[config.mk]
export PLATFORM = sky130hd
export DESIGN_NAME = frame_reject_window
export DESIGN_NICKNAME = d
export VERILOG_FILES = /design/src/rtl/frs_pkg.sv /design/src/rtl/frs_sof_track.sv /design/src/rtl/frs_window.sv /design/src/rtl/frs_pulse_chk.sv /design/src/rtl/frame_reject_window.sv
export SDC_FILE = /design/constraint.sdc
export NUM_CORES = 1
export LEC_CHECK = 0
export BUFFER_PORTS_ARGS = -buffer_cell sky130_fd_sc_hd__buf_4
export CAP_MARGIN = 20
export CORE_MARGIN = 5
export CORE_UTILIZATION = 27
export CTS_BUF_LIST = sky130_fd_sc_hd__clkbuf_4
export CTS_CLUSTER_SIZE = 12
export DETAILED_ROUTE_END_ITERATION = 7
export GPL_TIMING_DRIVEN = 1
export MAX_ROUTING_LAYER = met4
export SLEW_MARGIN = 15
export SYNTH_ARGS = -nofsm -noshare
export SYNTH_HDL_FRONTEND = slang
export SYNTH_HIERARCHICAL = 1
export SYNTH_SLANG_ARGS = --single-unit
[constraint.sdc]
create_clock -name clk -period 1.7 [get_ports clk]
set_clock_uncertainty 0.15 [all_clocks]
set_input_delay 0.17 -clock clk [delete_from_list [all_inputs] [get_ports clk]]
set_output_delay 0.17 -clock clk [all_outputs]
set_load 0.03 [all_outputs]
[src/rtl/frs_pkg.sv]
package frs_pkg;
    localparam logic [3:0] PRE_NIBBLE = 4'h5;
    localparam logic [3:0] SOF_NIBBLE = 4'hD;
endpackage

[src/rtl/frs_sof_track.sv]
module frs_sof_track
    import frs_pkg::*;
(
    input  logic       clk,
    input  logic       rst_n,
    input  logic       run_en,
    input  logic       rx_dv,
    input  logic [3:0] rxd,
    output logic       sof_o,
    output logic       in_frame_o,
    output logic       frame_end_o
);
    typedef struct packed {
        logic prev_pre;
        logic in_frame;
    } trk_t;

    trk_t s_d, s_q;

    always_comb begin
        sof_o       = run_en && rx_dv && (rxd == SOF_NIBBLE) && s_q.prev_pre && !s_q.in_frame;
        frame_end_o = run_en && s_q.in_frame && !rx_dv;
        s_d         = s_q;
        if (!run_en) begin
            s_d = '0;
        end else begin
            s_d.prev_pre = rx_dv && (rxd == PRE_NIBBLE);
            if (sof_o)            s_d.in_frame = 1'b1;
            else if (frame_end_o) s_d.in_frame = 1'b0;
        end
    end

    always_ff @(posedge clk or negedge rst_n) begin
        if (!rst_n) s_q <= '0;
        else        s_q <= s_d;
    end

    assign in_frame_o = s_q.in_frame;


    frame_start_chk: assert property (@(posedge clk) disable iff (!rst_n)
        $rose(s_q.in_frame) |-> ($past(rxd) == SOF_NIBBLE) && $past(rx_dv));
endmodule

[src/rtl/frs_window.sv]
module frs_window #(
    parameter int WIN_NIB  = 128,
    parameter int RUNT_NIB = 16
) (
    input  logic clk,
    input  logic rst_n,
    input  logic run_en,
    input  logic sof_i,
    input  logic in_frame_i,
    input  logic rx_dv,
    input  logic runt_accept,
    output logic in_window_o
);
    localparam int CNT_W = $clog2(WIN_NIB + 1);
    localparam logic [CNT_W-1:0] WIN_C  = CNT_W'(WIN_NIB);
    localparam logic [CNT_W-1:0] RUNT_C = CNT_W'(RUNT_NIB);

    typedef struct packed {
        logic [CNT_W-1:0] cnt;
    } win_t;

    win_t w_d, w_q;
    logic [CNT_W-1:0] close_pos;

    always_comb begin
        close_pos   = runt_accept ? RUNT_C : WIN_C;
        in_window_o = in_frame_i && rx_dv && (w_q.cnt < close_pos);
        w_d         = w_q;
        if (!run_en || sof_i) begin
            w_d.cnt = '0;
        end else if (in_frame_i && rx_dv && (w_q.cnt < WIN_C)) begin
            w_d.cnt = w_q.cnt + 1'b1;
        end
    end

    always_ff @(posedge clk or negedge rst_n) begin
        if (!rst_n) w_q <= '0;
        else        w_q <= w_d;
    end


    cnt_bound_chk: assert property (@(posedge clk) disable iff (!rst_n)
        w_q.cnt <= WIN_C);

    runt_close_chk: assert property (@(posedge clk) disable iff (!rst_n)
        (in_window_o && runt_accept) |-> (w_q.cnt < RUNT_C));
endmodule

[src/rtl/frs_pulse_chk.sv]
module frs_pulse_chk #(
    parameter int MIN_LOW = 3
) (
    input  logic clk,
    input  logic rst_n,
    input  logic run_en,
    input  logic reject_n,
    output logic glitch_o
);
    localparam int LW = $clog2(MIN_LOW + 1);
    localparam logic [LW-1:0] MIN_C = LW'(MIN_LOW);

    typedef struct packed {
        logic [LW-1:0] low_run;
        logic          glitch;
    } pc_t;

    pc_t p_d, p_q;

    always_comb begin
        p_d = p_q;
        if (!run_en) begin
            p_d = '0;
        end else if (!reject_n) begin
            p_d.glitch = 1'b0;
            if (p_q.low_run < MIN_C) p_d.low_run = p_q.low_run + 1'b1;
        end else begin
            p_d.glitch  = (p_q.low_run != '0) && (p_q.low_run < MIN_C);
            p_d.low_run = '0;
        end
    end

    always_ff @(posedge clk or negedge rst_n) begin
        if (!rst_n) p_q <= '0;
        else        p_q <= p_d;
    end

    assign glitch_o = p_q.glitch;


    glitch_edge_chk: assert property (@(posedge clk) disable iff (!rst_n)
        p_q.glitch |-> $past(reject_n) && !$past(reject_n, 2));

    glitch_single_chk: assert property (@(posedge clk) disable iff (!rst_n)
        p_q.glitch |=> !p_q.glitch);
endmodule

[src/rtl/frame_reject_window.sv]
module frame_reject_window #(
    parameter int WIN_NIB  = 128,
    parameter int RUNT_NIB = 16,
    parameter int MIN_LOW  = 3
) (
    input  logic       clk,
    input  logic       rst_n,
    input  logic       run_en,
    input  logic       promisc,
    input  logic       full_duplex,
    input  logic       fd_pad_en,
    input  logic       runt_accept,
    input  logic       rx_dv,
    input  logic [3:0] rxd,
    input  logic       reject_n,
    output logic       frame_done,
    output logic       frame_accept,
    output logic       reject_glitch
);
    typedef struct packed {
        logic rej;
        logic done;
        logic acc;
    } dec_t;

    dec_t d_d, d_q;
    logic sof, in_frame, frame_end, in_window, eligible;

    frs_sof_track u_trk (
        .clk(clk), .rst_n(rst_n), .run_en(run_en), .rx_dv(rx_dv), .rxd(rxd),
        .sof_o(sof), .in_frame_o(in_frame), .frame_end_o(frame_end)
    );

    frs_window #(.WIN_NIB(WIN_NIB), .RUNT_NIB(RUNT_NIB)) u_win (
        .clk(clk), .rst_n(rst_n), .run_en(run_en), .sof_i(sof),
        .in_frame_i(in_frame), .rx_dv(rx_dv), .runt_accept(runt_accept),
        .in_window_o(in_window)
    );

    frs_pulse_chk #(.MIN_LOW(MIN_LOW)) u_pc (
        .clk(clk), .rst_n(rst_n), .run_en(run_en), .reject_n(reject_n),
        .glitch_o(reject_glitch)
    );

    always_comb begin
        eligible = !promisc && (!full_duplex || fd_pad_en);
        d_d      = d_q;
        d_d.done = 1'b0;
        d_d.acc  = 1'b0;
        if (!run_en) begin
            d_d = '0;
        end else begin
            if (sof)                                   d_d.rej = 1'b0;
            else if (in_window && !reject_n && eligible) d_d.rej = 1'b1;
            if (frame_end) begin
                d_d.done = 1'b1;
                d_d.acc  = !d_q.rej || promisc;
            end
        end
    end

    always_ff @(posedge clk or negedge rst_n) begin
        if (!rst_n) d_q <= '0;
        else        d_q <= d_d;
    end

    assign frame_done   = d_q.done;
    assign frame_accept = d_q.acc;


    rej_in_window_chk: assert property (@(posedge clk) disable iff (!rst_n)
        $rose(d_q.rej) |-> $past(in_window) && !$past(reject_n));

    promisc_accept_chk: assert property (@(posedge clk) disable iff (!rst_n)
        (d_q.done && $past(promisc)) |-> d_q.acc);

    done_pulse_chk: assert property (@(posedge clk) disable iff (!rst_n)
        d_q.done |=> !d_q.done);

    acc_with_done_chk: assert property (@(posedge clk) disable iff (!rst_n)
        d_q.acc |-> d_q.done);

    run_off_quiet_chk: assert property (@(posedge clk) disable iff (!rst_n)
        !run_en |=> !d_q.done && !reject_glitch);
endmodule

* Word-level counts from Yosys, hierarchy flattened *
Index checks and enable logic that the tools add are counted.

word-level totals
  flip-flop bits (word level) = 16
  logic and storage cells = 57

operators by class
  add/sub/neg operators = 2
  order comparisons = 3
  eq/ne operators = 5
  mux-type cells = 13
  reductions and logical operators = 26

operator list
  operator                                                                 count
  8-bit 2-to-1 mux                                                         3
  1-bit logical AND                                                        14
  3-bit 2-to-1 mux                                                         3
  3-bit by 1-bit inequality test with 1-bit output, second input constant  3
  8-bit by 1-bit adder with 8-bit output, second input constant            1
  8-bit less-than comparator                                               1
  8-bit less-than comparator, second input constant                        1
  1-bit zero test                                                          7
  2-bit 2-to-1 mux                                                         3
  4-bit by 3-bit == test with 1-bit output, second input constant          1
  4-bit == test, second input constant                                     1
  1-bit 2-to-1 mux                                                         4
  2-bit nonzero test                                                       2
  1-bit logical OR                                                         3
  2-bit by 1-bit adder with 2-bit output, second input constant            1
  2-bit less-than comparator, second input constant                        1

* Longest topological paths before layout *
  word-level depth = 8
  depth in mapped cells = 4
  gate-level depth less buffers = 4

* Hierarchy *
The synthesis kept the hierarchy.

by module, submodules not included
  module               times used  cells an instance  area an instance (um^2)  seq. area each (um^2)
  frs_window           1           43                 442.9                    200.2
  frs_pulse_chk        1           10                 126.4                    75.1
  frame_reject_window  1           10                 123.9                    75.1
  frs_sof_track        1           12                 108.9                    50.0

* Least setup slack after synthesis *
OpenSTA, ideal clock, no wires.

  kind = flip-flop to flip-flop
  start point = reg u_win/w_q[4] in the netlist's numbering
  end point = reg d_q[2] in the netlist's numbering
  setup time = 0.067 ns
  arrival = 1.455 ns
  data required time = 1.483 ns
  path slack = 0.029 ns
  stages on the path, launching flop included = 5
  path buffers = 0
  clock period less this slack = 1.671 ns
  cells stage by stage = dfrtp_1 or4b_1 a211oi_1 nor3b_1 o2111a_1

between the ends
  cells in the longest elaborated chain, start to end = 5

ends and longest elaborated chain
  element                                                     RTL line                   source
  start: declaration                                          frs_window.sv:22           win_t w_d, w_q;
  start signal: assignment                                    frs_window.sv:38           else w_q <= w_d;
  8-bit less-than comparator                                  frs_window.sv:27           in_window_o = in_frame_i && rx_dv && (w_q.cnt < close_pos);
  1-bit logical AND                                           frs_window.sv:27
  net in_window                                               frame_reject_window.sv:27  logic sof, in_frame, frame_end, in_window, eligible;
  1-bit logical AND (2 in a row)                              frame_reject_window.sv:54  else if (in_window && !reject_n && eligible) d_d.rej = 1'b1;
  3-bit by 1-bit inequality test with 1-bit output (no line)  n/a
  end signal: assignment                                      frame_reject_window.sv:63  if (!rst_n) d_q <= '0;
  end signal: assignment                                      frame_reject_window.sv:64  else d_q <= d_d;
  end: declaration                                            frame_reject_window.sv:26  dec_t d_d, d_q;

The timed path passes the listed nets, and every way through them passes these cells.
A chain may end at the register's enable or synchronous reset.

* Worst setup path in the final report *
Ends and elaborated chain as after synthesis.

==> impl_metrics.toml <==
[cells_and_area]
fillCellCount = 297
areaGrowthSynthToFinish_pct = 35.4
regArea_sq_um = 402
diodes = 0
multi_input_area_sq_um = 404
layout_commonest_cell = "buf_4"
fin_nets = 122
layout_common_cells = "buf_4 (21), dfrtp_1 (15), nor2_1 (7), nand2_1 (7), dlygate4sd3_1 (5)"
drive_above_1_share = 0.286

[critical_path]
rr_endpoint = "d_q[2]$_DFFE_PN0P_"
crit_path_start_kind = "flip-flop"
rrSetupSlack_ps = 9
r2r-start = "u_win/w_q[4]$_DFFE_PN0P_"
arrival_ps = 1770
timing_worst_setup_path_type = "flip-flop to flip-flop"
cp_max_fo = 2
endpoint_kind = "flip-flop"
rr_worst_depth = 4
required_ps = 1780

[job]
maxCapViolations = 0

[cts]
clockRootBuffer = "clkbuf_4"
cts.path.max_buffers = 2
htree_levels = 1
clock_sinks = 16
cts_tree = "built"
cts.reportedPaths.clkPinSlew_ps = 100
cts_buffers = 3
clk_latency_ps = 280

[synth]
synth_area_sq_um = 802
synth_top_family_by_area = "simple AND/OR/NAND/NOR gates"
synth.area.top_cells = "dfrtp_1 (50%), ha_1 (4.7%), nand2_1 (3.3%)"
ys.flop_type = "dfrtp_1"
synth_xor_xnor_area_share = 0.0328
synth_edf_count = 0
yosysWarnings = 6
netlist-cell-type-count = 32
yosys.area_share.simple = 0.282
synth_area_per_cell_sq_um = 10.7
muxShareOfSynthArea = 0.0250
synth-adder-area-share = 0.0468
synth_cells = 75
ys_ff_latch = 16
synth_seq_area_share = 0.499
synth_nets = 91
synth_area_leader_cell = "dfrtp_1"
synth_top_cell_area_share = 0.499
synthArstFlopShare = 1.00
synth-compound-area-share = 0.105

[die]
io_pins = 16
die-area_sq_um = 4160
die_x_microns = 64.5
die_h_microns = 64.5
core_sq_um = 2810
start_util = 0.286
rows = 19

[worst_hold_path]
hold_depth = 2
holdPathEnd = "d_q[2]$_DFFE_PN0P_"
hp-start = "run_en"
hold_class = "input port to flip-flop"

[route]
drt_iter0_drc = 4
ant_nets = 0
vias = 662
drt_first_pass_iters = 4
vias_per_cell = 4.87
routed_wl_microns = 1660
wire_per_inst_microns = 12.2
drc = 0

[outcome]
status = "completed"

[grt]
grt_pass1_vias = 706
gr-max-usage-layer = "met2"
grt_pass1_wl_microns = 2890
grt_max_degree = 17
grt-ovfl-total = 0
antenna_found_initial = 0
met2_usage = 0.148
met1_usage = 0.0991
grt_util_met3 = 0.0242
grt_usage = 0.0902

[timing]
whs_ps = 23.7
fin_crit_ps = 1690
timing.final.max_slew_violations = 0
fmax_mhz = 591
grt_setup_unrepaired = "true"
setup_viol = 0
max_slew_margin = 0.800
fin_crit_sh = 0.995
worst_pin_slew_ps = 300
hold_viol = 0

[power_and_ir_drop]
power_leakage_nw = 0.518
power.density_nw_per_um2 = 609
ir_drop_mv = 0.354
power_mw = 0.661

[placed_design]
numPortBuffers = 15
place.gp.congestion = 0.848
-- power by group --
group          internal, mW  total [mW]  leakage [nW]  switching, mW
logic                0.0340      0.0669         0.282         0.0329
registers             0.384       0.385         0.221        0.00172
clock network        0.0851       0.209        0.0154          0.124
-- per-layer routing --
metal  share of wire  up-vias  routed length [microns]
met5               0        -                        0
met4           0.017        0                       29
met3           0.040        2                       67
met2            0.48       12                      798
met1            0.46      311                      764
li1                -      337                        -
-- per-stage QoR --
stage          area [sq um]  TNS, ps  std cells  setup WS (ps)   util
2_1_floorplan           802        0         75           28.6      -
3_3_place_gp            983    -9.19        125          -9.19  0.351
3_5_place_dp            983    -5.82        125          -5.82  0.351
4_1_cts                1060        0        134           3.88  0.380
5_1_grt                1090    -19.4        136          -19.4  0.387
6_report               1090        0        136           8.62  0.387
-- what timing repair did --
action                                  4_1_cts  5_1_grt
pin swaps                                     0        2
gates resized for setup                       1        2
setup buffers                                 0        2
endpoints found under the setup margin        1        2
hold buffers                                  5        0
endpoints found under the hold margin        19        0
-- logic make-up after synthesis --
logic type / after synthesis
AOI/OAI and AO/OA: 13
xor gates and xnor gates: 3
adders and majority gates: 3
buffers and inverters: 2
DFF: 16
muxes: 2
and+or+nand+nor: 36
-- state kept, by name, summed over array words and instances (netlist names) --
| register | flops |
|---|---|
| u_win/w_q | 8 |
| u_pc/p_q | 2 |
| d_q | 1 |
| frame_accept | 1 |
| frame_done | 1 |
| u_pc/glitch_o | 1 |
| u_trk/in_frame_o | 1 |
| u_trk/s_q | 1 |
-- critical path, cell delays in order (launching register included) --
cell	delay, ps
dfrtp_1	380
or4b_1	530
a211oi_2	210
nor3b_2	180
o2111a_1	180
-- cell usage after synthesis, drive strengths merged, types with 2 or more instances --
cell     n
nand2b   3
xor2     3
o21ai    3
a21oi    4
nor2     7
nand4    2
ha       3
dfrtp   16
nand3    2
o31ai    2
nor4     2
or4      2
mux2i    2
nand2    7
inv      2
or3      2
-- area by class of cell --
type                    instances  area share
inverters                       2     0.00691
flip-flops and latches         16       0.370
well taps                      31      0.0357
repair buffers                 26       0.191
clock inverters                 1     0.00346
multi-input cells              57       0.372
clock buffers                   3      0.0207
-- worst max-delay path by stage --
stage	end	startpoint	cells after the start
2_1_floorplan	d_q[2]$_DFFE_PN0P_	u_win/w_q[4]$_DFFE_PN0P_	4
3_3_place_gp	d_q[2]$_DFFE_PN0P_	u_win/w_q[4]$_DFFE_PN0P_	4
3_5_place_dp	d_q[2]$_DFFE_PN0P_	u_win/w_q[4]$_DFFE_PN0P_	4
4_1_cts	d_q[2]$_DFFE_PN0P_	u_win/w_q[4]$_DFFE_PN0P_	4
5_1_grt	d_q[2]$_DFFE_PN0P_	u_win/w_q[6]$_DFFE_PN0P_	4
6_report	d_q[2]$_DFFE_PN0P_	u_win/w_q[4]$_DFFE_PN0P_	4
(Power assumes the default switching activity.)
